**config.mk**
```make
export PLATFORM = sky130hd
export DESIGN_NAME = lcd_bus_engine
export DESIGN_NICKNAME = d
export VERILOG_FILES = /design/src/rtl/lcd_bus_pkg.sv /design/src/rtl/lcd_pulse_timer.sv /design/src/rtl/lcd_read_capture.sv /design/src/rtl/lcd_bus_fsm.sv /design/src/rtl/lcd_bus_engine.sv
export SDC_FILE = /design/constraint.sdc
export NUM_CORES = 1
export LEC_CHECK = 0
export ABC_AREA = 0
export ABC_CLOCK_PERIOD_IN_PS = 4760
export CAP_MARGIN = 10
export CORE_ASPECT_RATIO = 0.7
export CORE_MARGIN = 1.5
export CORE_UTILIZATION = 40
export DETAILED_ROUTE_END_ITERATION = 10
export PLACE_DENSITY = 0.67
export SLEW_MARGIN = 20
export SYNTH_ARGS = -nofsm -noshare
export SYNTH_HDL_FRONTEND = slang
export SYNTH_HIERARCHICAL = 1
export SYNTH_SLANG_ARGS = --single-unit
```
**constraint.sdc**
```tcl
create_clock -name clk -period 4.76 [get_ports clk]
set_input_delay 0.952 -clock clk [delete_from_list [all_inputs] [get_ports clk]]
set_output_delay 0.952 -clock clk [all_outputs]
set_load 0.02 [all_outputs]
```
**src/rtl/lcd_bus_pkg.sv**
```systemverilog
package lcd_bus_pkg;

    typedef enum logic [2:0] {
        ST_IDLE,
        ST_WR_SETUP,
        ST_WR_STROBE,
        ST_WR_HOLD,
        ST_RD_LOW,
        ST_RD_HIGH
    } bus_state_t;

    // Width of the returned read word, independent of the bus width
    localparam int RDATA_W = 16;

    // Smallest usable pulse counts: the low phase needs one cycle to sample
    // and one more before the strobes rise
    localparam int RD_LOW_MIN  = 2;
    localparam int RD_HIGH_MIN = 1;

endpackage

```
**src/rtl/lcd_pulse_timer.sv**
```systemverilog
module lcd_pulse_timer #(
    parameter int CNT_W = 8
) (
    input  logic             clk,
    input  logic             rst,
    input  logic             load,
    input  logic [CNT_W-1:0] load_val,
    input  logic             run,
    output logic             cnt_zero,
    output logic             cnt_one
);

    logic [CNT_W-1:0] cnt_q;

    always_ff @(posedge clk) begin
        if (rst) begin
            cnt_q <= '0;
        end else if (load) begin
            cnt_q <= load_val;
        end else if (run && (cnt_q != '0)) begin
            cnt_q <= cnt_q - CNT_W'(1);
        end
    end

    assign cnt_zero = (cnt_q == '0);
    assign cnt_one  = (cnt_q == CNT_W'(1));

    // A spent counter stays spent until it is reloaded
    AST_TIMER_HOLD_ZERO: assert property (@(posedge clk) disable iff (rst)
        (cnt_zero && !load) |=> cnt_zero);

endmodule

```
**src/rtl/lcd_read_capture.sv**
```systemverilog
module lcd_read_capture #(
    parameter int DATA_W = 16,
    parameter int OUT_W  = 16
) (
    input  logic              clk,
    input  logic              rst,
    input  logic              capture,
    input  logic [DATA_W-1:0] din,
    output logic              rd_valid,
    output logic [OUT_W-1:0]  rd_data
);

    logic [DATA_W-1:0] cap_q;
    logic              vld_q;

    always_ff @(posedge clk) begin
        if (rst) begin
            cap_q <= '0;
            vld_q <= 1'b0;
        end else begin
            vld_q <= capture;
            if (capture) begin
                cap_q <= din;
            end
        end
    end

    generate
        if (DATA_W < OUT_W) begin : g_zext
            assign rd_data = {{(OUT_W-DATA_W){1'b0}}, cap_q};
        end else begin : g_full
            assign rd_data = cap_q[OUT_W-1:0];
        end
    endgenerate

    assign rd_valid = vld_q;

    // One capture per read: the strobe never lasts two cycles
    AST_VALID_SINGLE: assert property (@(posedge clk) disable iff (rst)
        vld_q |=> !vld_q);

endmodule

```
**src/rtl/lcd_bus_fsm.sv**
```systemverilog
module lcd_bus_fsm
    import lcd_bus_pkg::*;
(
    input  logic clk,
    input  logic rst,
    input  logic req_valid,
    input  logic req_rd,
    input  logic low_zero,
    input  logic low_one,
    input  logic high_zero,
    output logic ready,
    output logic accept,
    output logic load_low,
    output logic load_high,
    output logic run_low,
    output logic run_high,
    output logic capture,
    output logic cs_n,
    output logic wr_n,
    output logic rd_n,
    output logic oe
);

    bus_state_t state_q;
    bus_state_t state_d;

    // Ready when idle or in the final cycle of a transaction
    always_comb begin
        ready = 1'b0;
        unique case (state_q)
            ST_IDLE:      ready = 1'b1;
            ST_WR_HOLD:   ready = 1'b1;
            ST_RD_HIGH:   ready = high_zero;
            default:      ready = 1'b0;
        endcase
    end

    assign accept = req_valid && ready;

    // Next-state logic
    always_comb begin
        state_d = state_q;
        if (accept) begin
            state_d = req_rd ? ST_RD_LOW : ST_WR_SETUP;
        end else begin
            unique case (state_q)
                ST_IDLE:      state_d = ST_IDLE;
                ST_WR_SETUP:  state_d = ST_WR_STROBE;
                ST_WR_STROBE: state_d = ST_WR_HOLD;
                ST_WR_HOLD:   state_d = ST_IDLE;
                ST_RD_LOW:    state_d = low_zero ? ST_RD_HIGH : ST_RD_LOW;
                ST_RD_HIGH:   state_d = high_zero ? ST_IDLE : ST_RD_HIGH;
                default:      state_d = ST_IDLE;
            endcase
        end
    end

    // State register
    always_ff @(posedge clk) begin
        if (rst) begin
            state_q <= ST_IDLE;
        end else begin
            state_q <= state_d;
        end
    end

    // Outputs decoded from the current state
    always_comb begin
        cs_n      = 1'b1;
        wr_n      = 1'b1;
        rd_n      = 1'b1;
        oe        = 1'b0;
        run_low   = 1'b0;
        run_high  = 1'b0;
        capture   = 1'b0;
        load_high = 1'b0;
        unique case (state_q)
            ST_IDLE: begin
            end
            ST_WR_SETUP: begin
                cs_n = 1'b0;
                oe   = 1'b1;
            end
            ST_WR_STROBE: begin
                cs_n = 1'b0;
                oe   = 1'b1;
                wr_n = 1'b0;
            end
            ST_WR_HOLD: begin
                cs_n = 1'b0;
                oe   = 1'b1;
            end
            ST_RD_LOW: begin
                cs_n      = 1'b0;
                rd_n      = 1'b0;
                run_low   = 1'b1;
                capture   = low_one;
                load_high = low_zero;
            end
            ST_RD_HIGH: begin
                run_high = 1'b1;
            end
            default: begin
            end
        endcase
    end

    assign load_low = accept && req_rd;

    AST_WR_ONE_CYCLE: assert property (@(posedge clk) disable iff (rst)
        !wr_n |=> wr_n);
    AST_WR_SETUP_BEFORE: assert property (@(posedge clk) disable iff (rst)
        $fell(wr_n) |-> (!cs_n && $past(!cs_n) && $past(oe)));
    AST_WR_HOLD_AFTER: assert property (@(posedge clk) disable iff (rst)
        !wr_n |=> (!cs_n && oe));
    AST_RD_PADS_INPUT: assert property (@(posedge clk) disable iff (rst)
        !rd_n |-> (!oe && !cs_n));
    AST_RD_MIN_LOW: assert property (@(posedge clk) disable iff (rst)
        $fell(rd_n) |=> !rd_n);
    AST_NO_DUAL_STROBE: assert property (@(posedge clk) disable iff (rst)
        !(!wr_n && !rd_n));

endmodule

```
**src/rtl/lcd_bus_engine.sv**
```systemverilog
module lcd_bus_engine
    import lcd_bus_pkg::*;
#(
    parameter int DATA_W = 16,
    parameter int CNT_W  = 8
) (
    input  logic               clk,
    input  logic               rst,
    input  logic [CNT_W-1:0]   cfg_rd_low,
    input  logic [CNT_W-1:0]   cfg_rd_high,
    input  logic               req_valid,
    input  logic               req_rd,
    input  logic               req_dc,
    input  logic [DATA_W-1:0]  req_wdata,
    output logic               req_ready,
    output logic               rd_valid,
    output logic [RDATA_W-1:0] rd_data,
    output logic               lcd_dc,
    output logic               lcd_cs_n,
    output logic               lcd_wr_n,
    output logic               lcd_rd_n,
    output logic               lcd_oe,
    output logic [DATA_W-1:0]  lcd_dout,
    input  logic [DATA_W-1:0]  lcd_din
);

    localparam logic [CNT_W-1:0] LOW_MIN  = CNT_W'(RD_LOW_MIN);
    localparam logic [CNT_W-1:0] HIGH_MIN = CNT_W'(RD_HIGH_MIN);
    localparam logic [CNT_W-1:0] ONE      = CNT_W'(1);

    logic              accept;
    logic              load_low;
    logic              load_high;
    logic              run_low;
    logic              run_high;
    logic              capture;
    logic              low_zero;
    logic              low_one;
    logic              high_zero;
    logic              high_one;
    logic [CNT_W-1:0]  low_eff;
    logic [CNT_W-1:0]  high_eff;
    logic [CNT_W-1:0]  high_q;
    logic              dc_q;
    logic [DATA_W-1:0] dout_q;

    // Settings below the minimum are raised to it
    assign low_eff  = (cfg_rd_low  < LOW_MIN)  ? LOW_MIN  : cfg_rd_low;
    assign high_eff = (cfg_rd_high < HIGH_MIN) ? HIGH_MIN : cfg_rd_high;

    // Request fields and the high width are taken at acceptance
    always_ff @(posedge clk) begin
        if (rst) begin
            dc_q   <= 1'b0;
            dout_q <= '0;
            high_q <= '0;
        end else if (accept) begin
            dc_q   <= req_dc;
            high_q <= high_eff - ONE;
            if (!req_rd) begin
                dout_q <= req_wdata;
            end
        end
    end

    lcd_bus_fsm u_fsm (
        .clk       (clk),
        .rst       (rst),
        .req_valid (req_valid),
        .req_rd    (req_rd),
        .low_zero  (low_zero),
        .low_one   (low_one),
        .high_zero (high_zero),
        .ready     (req_ready),
        .accept    (accept),
        .load_low  (load_low),
        .load_high (load_high),
        .run_low   (run_low),
        .run_high  (run_high),
        .capture   (capture),
        .cs_n      (lcd_cs_n),
        .wr_n      (lcd_wr_n),
        .rd_n      (lcd_rd_n),
        .oe        (lcd_oe)
    );

    lcd_pulse_timer #(.CNT_W(CNT_W)) u_low_timer (
        .clk      (clk),
        .rst      (rst),
        .load     (load_low),
        .load_val (low_eff - ONE),
        .run      (run_low),
        .cnt_zero (low_zero),
        .cnt_one  (low_one)
    );

    lcd_pulse_timer #(.CNT_W(CNT_W)) u_high_timer (
        .clk      (clk),
        .rst      (rst),
        .load     (load_high),
        .load_val (high_q),
        .run      (run_high),
        .cnt_zero (high_zero),
        .cnt_one  (high_one)
    );

    lcd_read_capture #(.DATA_W(DATA_W), .OUT_W(RDATA_W)) u_capture (
        .clk      (clk),
        .rst      (rst),
        .capture  (capture),
        .din      (lcd_din),
        .rd_valid (rd_valid),
        .rd_data  (rd_data)
    );

    assign lcd_dc   = dc_q;
    assign lcd_dout = dout_q;

    // The strobes rise in the cycle right after the result strobe
    AST_VALID_THEN_RISE: assert property (@(posedge clk) disable iff (rst)
        rd_valid |=> (lcd_rd_n && lcd_cs_n));
    // A result only ever appears while the read strobe is low
    AST_VALID_IN_READ: assert property (@(posedge clk) disable iff (rst)
        rd_valid |-> (!lcd_rd_n && lcd_wr_n));
    // The high timer is one step from spent only while counting down
    AST_HIGH_ONE_RUN: assert property (@(posedge clk) disable iff (rst)
        (high_one && run_high) |=> (high_zero && lcd_cs_n));

endmodule

```
## Yosys cells after proc, flatten, opt, wreduce, memory -nomap -nowiden

Index checks and enable logic that the tools add are counted.

- Bitwise operators: 1
- Add/sub/neg operators: 4
- Reduce and logical (&&, ||, !) cells: 15
- Equality and inequality tests: 6
- Order comparisons: 2
- Multiplexer cells: 20

Operator list:

| cell | number |
|---|---|
| $mux 8 | 6 |
| $sub 8x1->8 const B | 4 |
| $logic_not 8->1 | 2 |
| $reduce_bool 8->1 | 2 |
| $pmux 3 s4 | 1 |
| $mux 1 | 9 |
| $mux 3 | 3 |
| $eq 8x1->1 const B | 1 |
| $lt 8x1->1 const B | 1 |
| $lt 8x2->1 const B | 1 |
| $eq 3x2->1 const B | 2 |
| $eq 3x3->1 const B | 2 |
| $logic_and 1x1->1 | 4 |
| $reduce_bool 2->1 | 2 |
| $reduce_or 4->1 | 1 |
| $eq 3x1->1 const B | 1 |
| $logic_not 3->1 | 1 |
| $reduce_or 3->1 | 1 |
| $pmux 1 s2 | 1 |
| $reduce_and 2->1 | 1 |
| $reduce_or 2->1 | 1 |
| $not 1->1 | 1 |

- Output and inout bits: 39
- Register bits after elaboration: 61

## Depth between registers and ports, before layout

- Word-level depth: 6
- Depth in mapped cells: 13
- Gate-level depth less buffers: 10

## By module

Netlist, hierarchy kept.

By module, submodules not included:

| module | seq. area each (um^2) | area an instance (um^2) | instances | cells each |
|---|---|---|---|---|
| lcd_bus_engine | 500.5 | 1,164.9 | 1 | 142 |
| lcd_pulse_timer | 160.2 | 524.3 | 2 | 62 |
| lcd_read_capture | 340.3 | 608.1 | 1 | 54 |
| lcd_bus_fsm | 60.1 | 255.2 | 1 | 32 |

## Least setup slack after synthesis

Ideal clock, no wire load.

- Path kind: input port to flip-flop
- Start point: input cfg_rd_low[7]
- End point: register u_low_timer.cnt_q[6]
- Path buffers: 0
- Stages: 9
- Data required time: 4.682 ns
- Setup time: 0.078 ns
- Setup slack: 2.115 ns
- Arrival: 2.567 ns
- Cell sequence: or4_4 -> nor4_2 -> nand2b_1 -> ha_1 -> nand2b_1 -> nor4_1 -> xor2_1 -> nor2_1 -> nor3_1

- Longest elaborated chain between the ends: 4

Ends and longest elaborated chain:

| item | RTL line | text |
|---|---|---|
| start: declaration | lcd_bus_engine.sv:9 | `input logic [CNT_W-1:0] cfg_rd_low,` |
| $lt 8x2->1 | lcd_bus_engine.sv:48 | `assign low_eff = (cfg_rd_low < LOW_MIN) ? LOW_MIN : cfg_rd_low;` |
| $mux 8 | lcd_bus_engine.sv:48 |  |
| $sub 8x1->8 | lcd_bus_engine.sv:91 | `.load_val (low_eff - ONE),` |
| $mux 8 | lcd_pulse_timer.sv:18 | `end else if (load) begin` |
| end signal: assignment | lcd_pulse_timer.sv:19 | `cnt_q <= load_val;` |
| end signal: assignment | lcd_pulse_timer.sv:21 | `cnt_q <= cnt_q - CNT_W'(1);` |
| end: declaration | lcd_pulse_timer.sv:13 | `logic [CNT_W-1:0] cnt_q;` |

No other way between the ends.
A chain may end at the register's enable or synchronous reset.

## Worst setup path after layout

- Start point: register u_high_timer.cnt_q[0]
- End point: output req_ready

- Longest elaborated chain between the ends: 2

Ends and longest elaborated chain:

| item | RTL line | text |
|---|---|---|
| start: declaration | lcd_pulse_timer.sv:13 |  |
| start signal: assignment | lcd_pulse_timer.sv:19 |  |
| start signal: assignment | lcd_pulse_timer.sv:21 |  |
| $logic_not 8->1 | lcd_pulse_timer.sv:25 | `assign cnt_zero = (cnt_q == '0);` |
| named net high_zero | lcd_bus_engine.sv:39 | `logic high_zero;` |
| $pmux 1 s2 | lcd_bus_fsm.sv:30 | `unique case (state_q)` |
| end: declaration | lcd_bus_engine.sv:15 | `output logic req_ready,` |

The timed path passes the listed nets, and every way through them passes these cells.

==> run metrics <==
antenna violations before repair 0; Post-CTS Setup Bufs 0; maximum VDD drop 0.000159 V; met3 GRT Util 5.99%; CP Data Arrival Time 2670 ps; Internal Pwr Total 0.00112 W; drt initial violations 86; Comb power frac 32.6%; Detail Placement HPWL 5410 um; tightest hold margin 455 ps; DIE WIDTH 107 um; Critical Path RT 3810 ps; Post-CTS Hold Buffers 0; status finished clean; Net Count, Synth 410; Clk pin slew, worst setup/hold paths 70 ps; IO Count 92; Sw Ratio 32.9%; Flop pwr share 38.1%; power density over the cells 399 mW/mm^2; Resized cells post-CTS 0; gr busiest metal met2; Max-slew headroom 38.5%; row count 26; routed wire length 7390 um; most frequent cells in the layout clkdlybuf4s50_1 (90), dfxtp_1 (61), nor2_1 (52); Buf/Inv on CP 2; Worst-Margin Slew 923 ps; proportion of layout cells with a drive suffix above 1 7.95%; Avg WL per Cell 13.7 um; die area 0.00818 sq mm; CTS Buffer Depth 2; Pins Over Slew Limit 0; total CTS buffers 9; Total Routing Usage GR 19.4%; n_diodes 0; net switching power 0.000550 W; largest net degree at the start of global routing 50; Clk pwr share 29.3%; H-tree levels 3; die height 76.1 um; routing usage on met1 26.6%; synth warn 6; post-route ant nets 0; Hold Fails Final Rpt 0; slowest stage delay, CP 670 ps; # nets final 495; number of fillers in the final layout 704; Worst Skew 6.73 ps; critical-path cell list inv_1 -> ha_1 -> nor3b_1 -> and2_1 -> nand2_1 -> o22ai_1 -> clkdlybuf4s50_1; Sum Neg Setup Slack 0 ps; Clock Latency Late Sink 340 ps; Mapped Cells 350; first-pass GRT wire length 12600 um; Final setup viols 0; met2 usage 29.0%; TritonRoute pass-1 iters 4; CP Capture Type primary output; CTS sink count 61; Leakage Power 1.46 nW; delay-heaviest family, CP simple AND/OR/NAND/NOR gates; total grt overflow 0; Avg Cell Area, Syn 8.73 sq um; fmax 0.276 GHz; mapped cell area 0.00306 sq mm; Remaining DRCs 0; RSZ-0062 raised after global routing no; root cell of the clock tree clkbuf_8; vias in the first global route 2589; routed vias/inst 5.11; MaxCap Viol Count 0; Area Growth Syn to Fin 37.4%; detailed-route via count 2747; most common cell after layout, fill and taps aside clkdlybuf4s50_1; routability cong. 0.825; Core Box Area 0.00735 sq mm; critical path type reg2out; min Tclk post-route 3620 ps; Slowest-stage cell, CP clkdlybuf4s50_1; I/O Buffers 91; crit path max fanout 4; Starting Density 41.6%; worst min path class reg2reg; CP startpoint kind flip-flop; CTS tree yes; post-route core utilization 57.1%; crit share post-route 76.1%
## power groups by stage
| stage | clock (W) | combinational, W | sequential [W] |
|---|---|---|---|
| floorplan | 0 | 0.000360 | 0.000648 |
| global placement | 0 | 0.000537 | 0.000647 |
| detailed placement | 0 | 0.000543 | 0.000649 |
| CTS | 0.000504 | 0.000545 | 0.000638 |
| global route | 0.000533 | 0.000608 | 0.000649 |
| finish | 0.000490 | 0.000545 | 0.000638 |
## routing by layer
metal / vias up / routed length (um)
met3: 9 / 416
met1: 1278 / 3720
met2: 64 / 3160
met4: 0 / 87
li1: 1396 / -
met5: - / 0
## worst paths after layout
check | from | end | slack [ps] | depth (start not counted)
max reg2reg | u_high_timer/cnt_q[0] | lcd_dout[0] | 1780 | 11
min reg2reg | lcd_dout[12] | lcd_dout[12] | 450 | 2
max | u_high_timer/cnt_q[0] | req_ready | 1140 | 7
min | lcd_dout[12] | lcd_dout[12] | 450 | 2
## registers in the layout, summed over array words and instances (netlist names)
register and count:
u_low_timer/cnt_q 8, lcd_dc 1, high_q 8, u_capture/rd_valid 1, u_capture/rd_data 16, u_fsm/state_q 3
lcd_dout 16, u_high_timer/cnt_q 8
## metrics by stage
stage | power, W | cell area (sq um) | instances | setup WS [ps]
after floorplan | 0.00101 | 3060 | 350 | 2120
final | 0.00167 | 4200 | 538 | 1140
after CTS | 0.00169 | 4200 | 538 | 1160
after global routing | 0.00179 | 4200 | 538 | 929
after detailed placement | 0.00119 | 3990 | 522 | 1510
after global placement | 0.00118 | 3990 | 522 | 1570
## tightest hold or removal path, cell delays in order (launching register included)
cell and delay, ps:
dfxtp_1 310, nand2_1 50, a21oi_1 50
## layout make-up
class	instances	area (sq um)	area share, %
clock buffers	11	131	3.13
repair buffers	93	921	21.9
well taps	98	123	2.92
clock inverters	5	75.1	1.79
inverters	16	60.1	1.43
flip-flops and latches	61	1220	29.1
multi-input cells	254	1670	39.7
No activity file was read; power rests on OpenSTA's default activity.
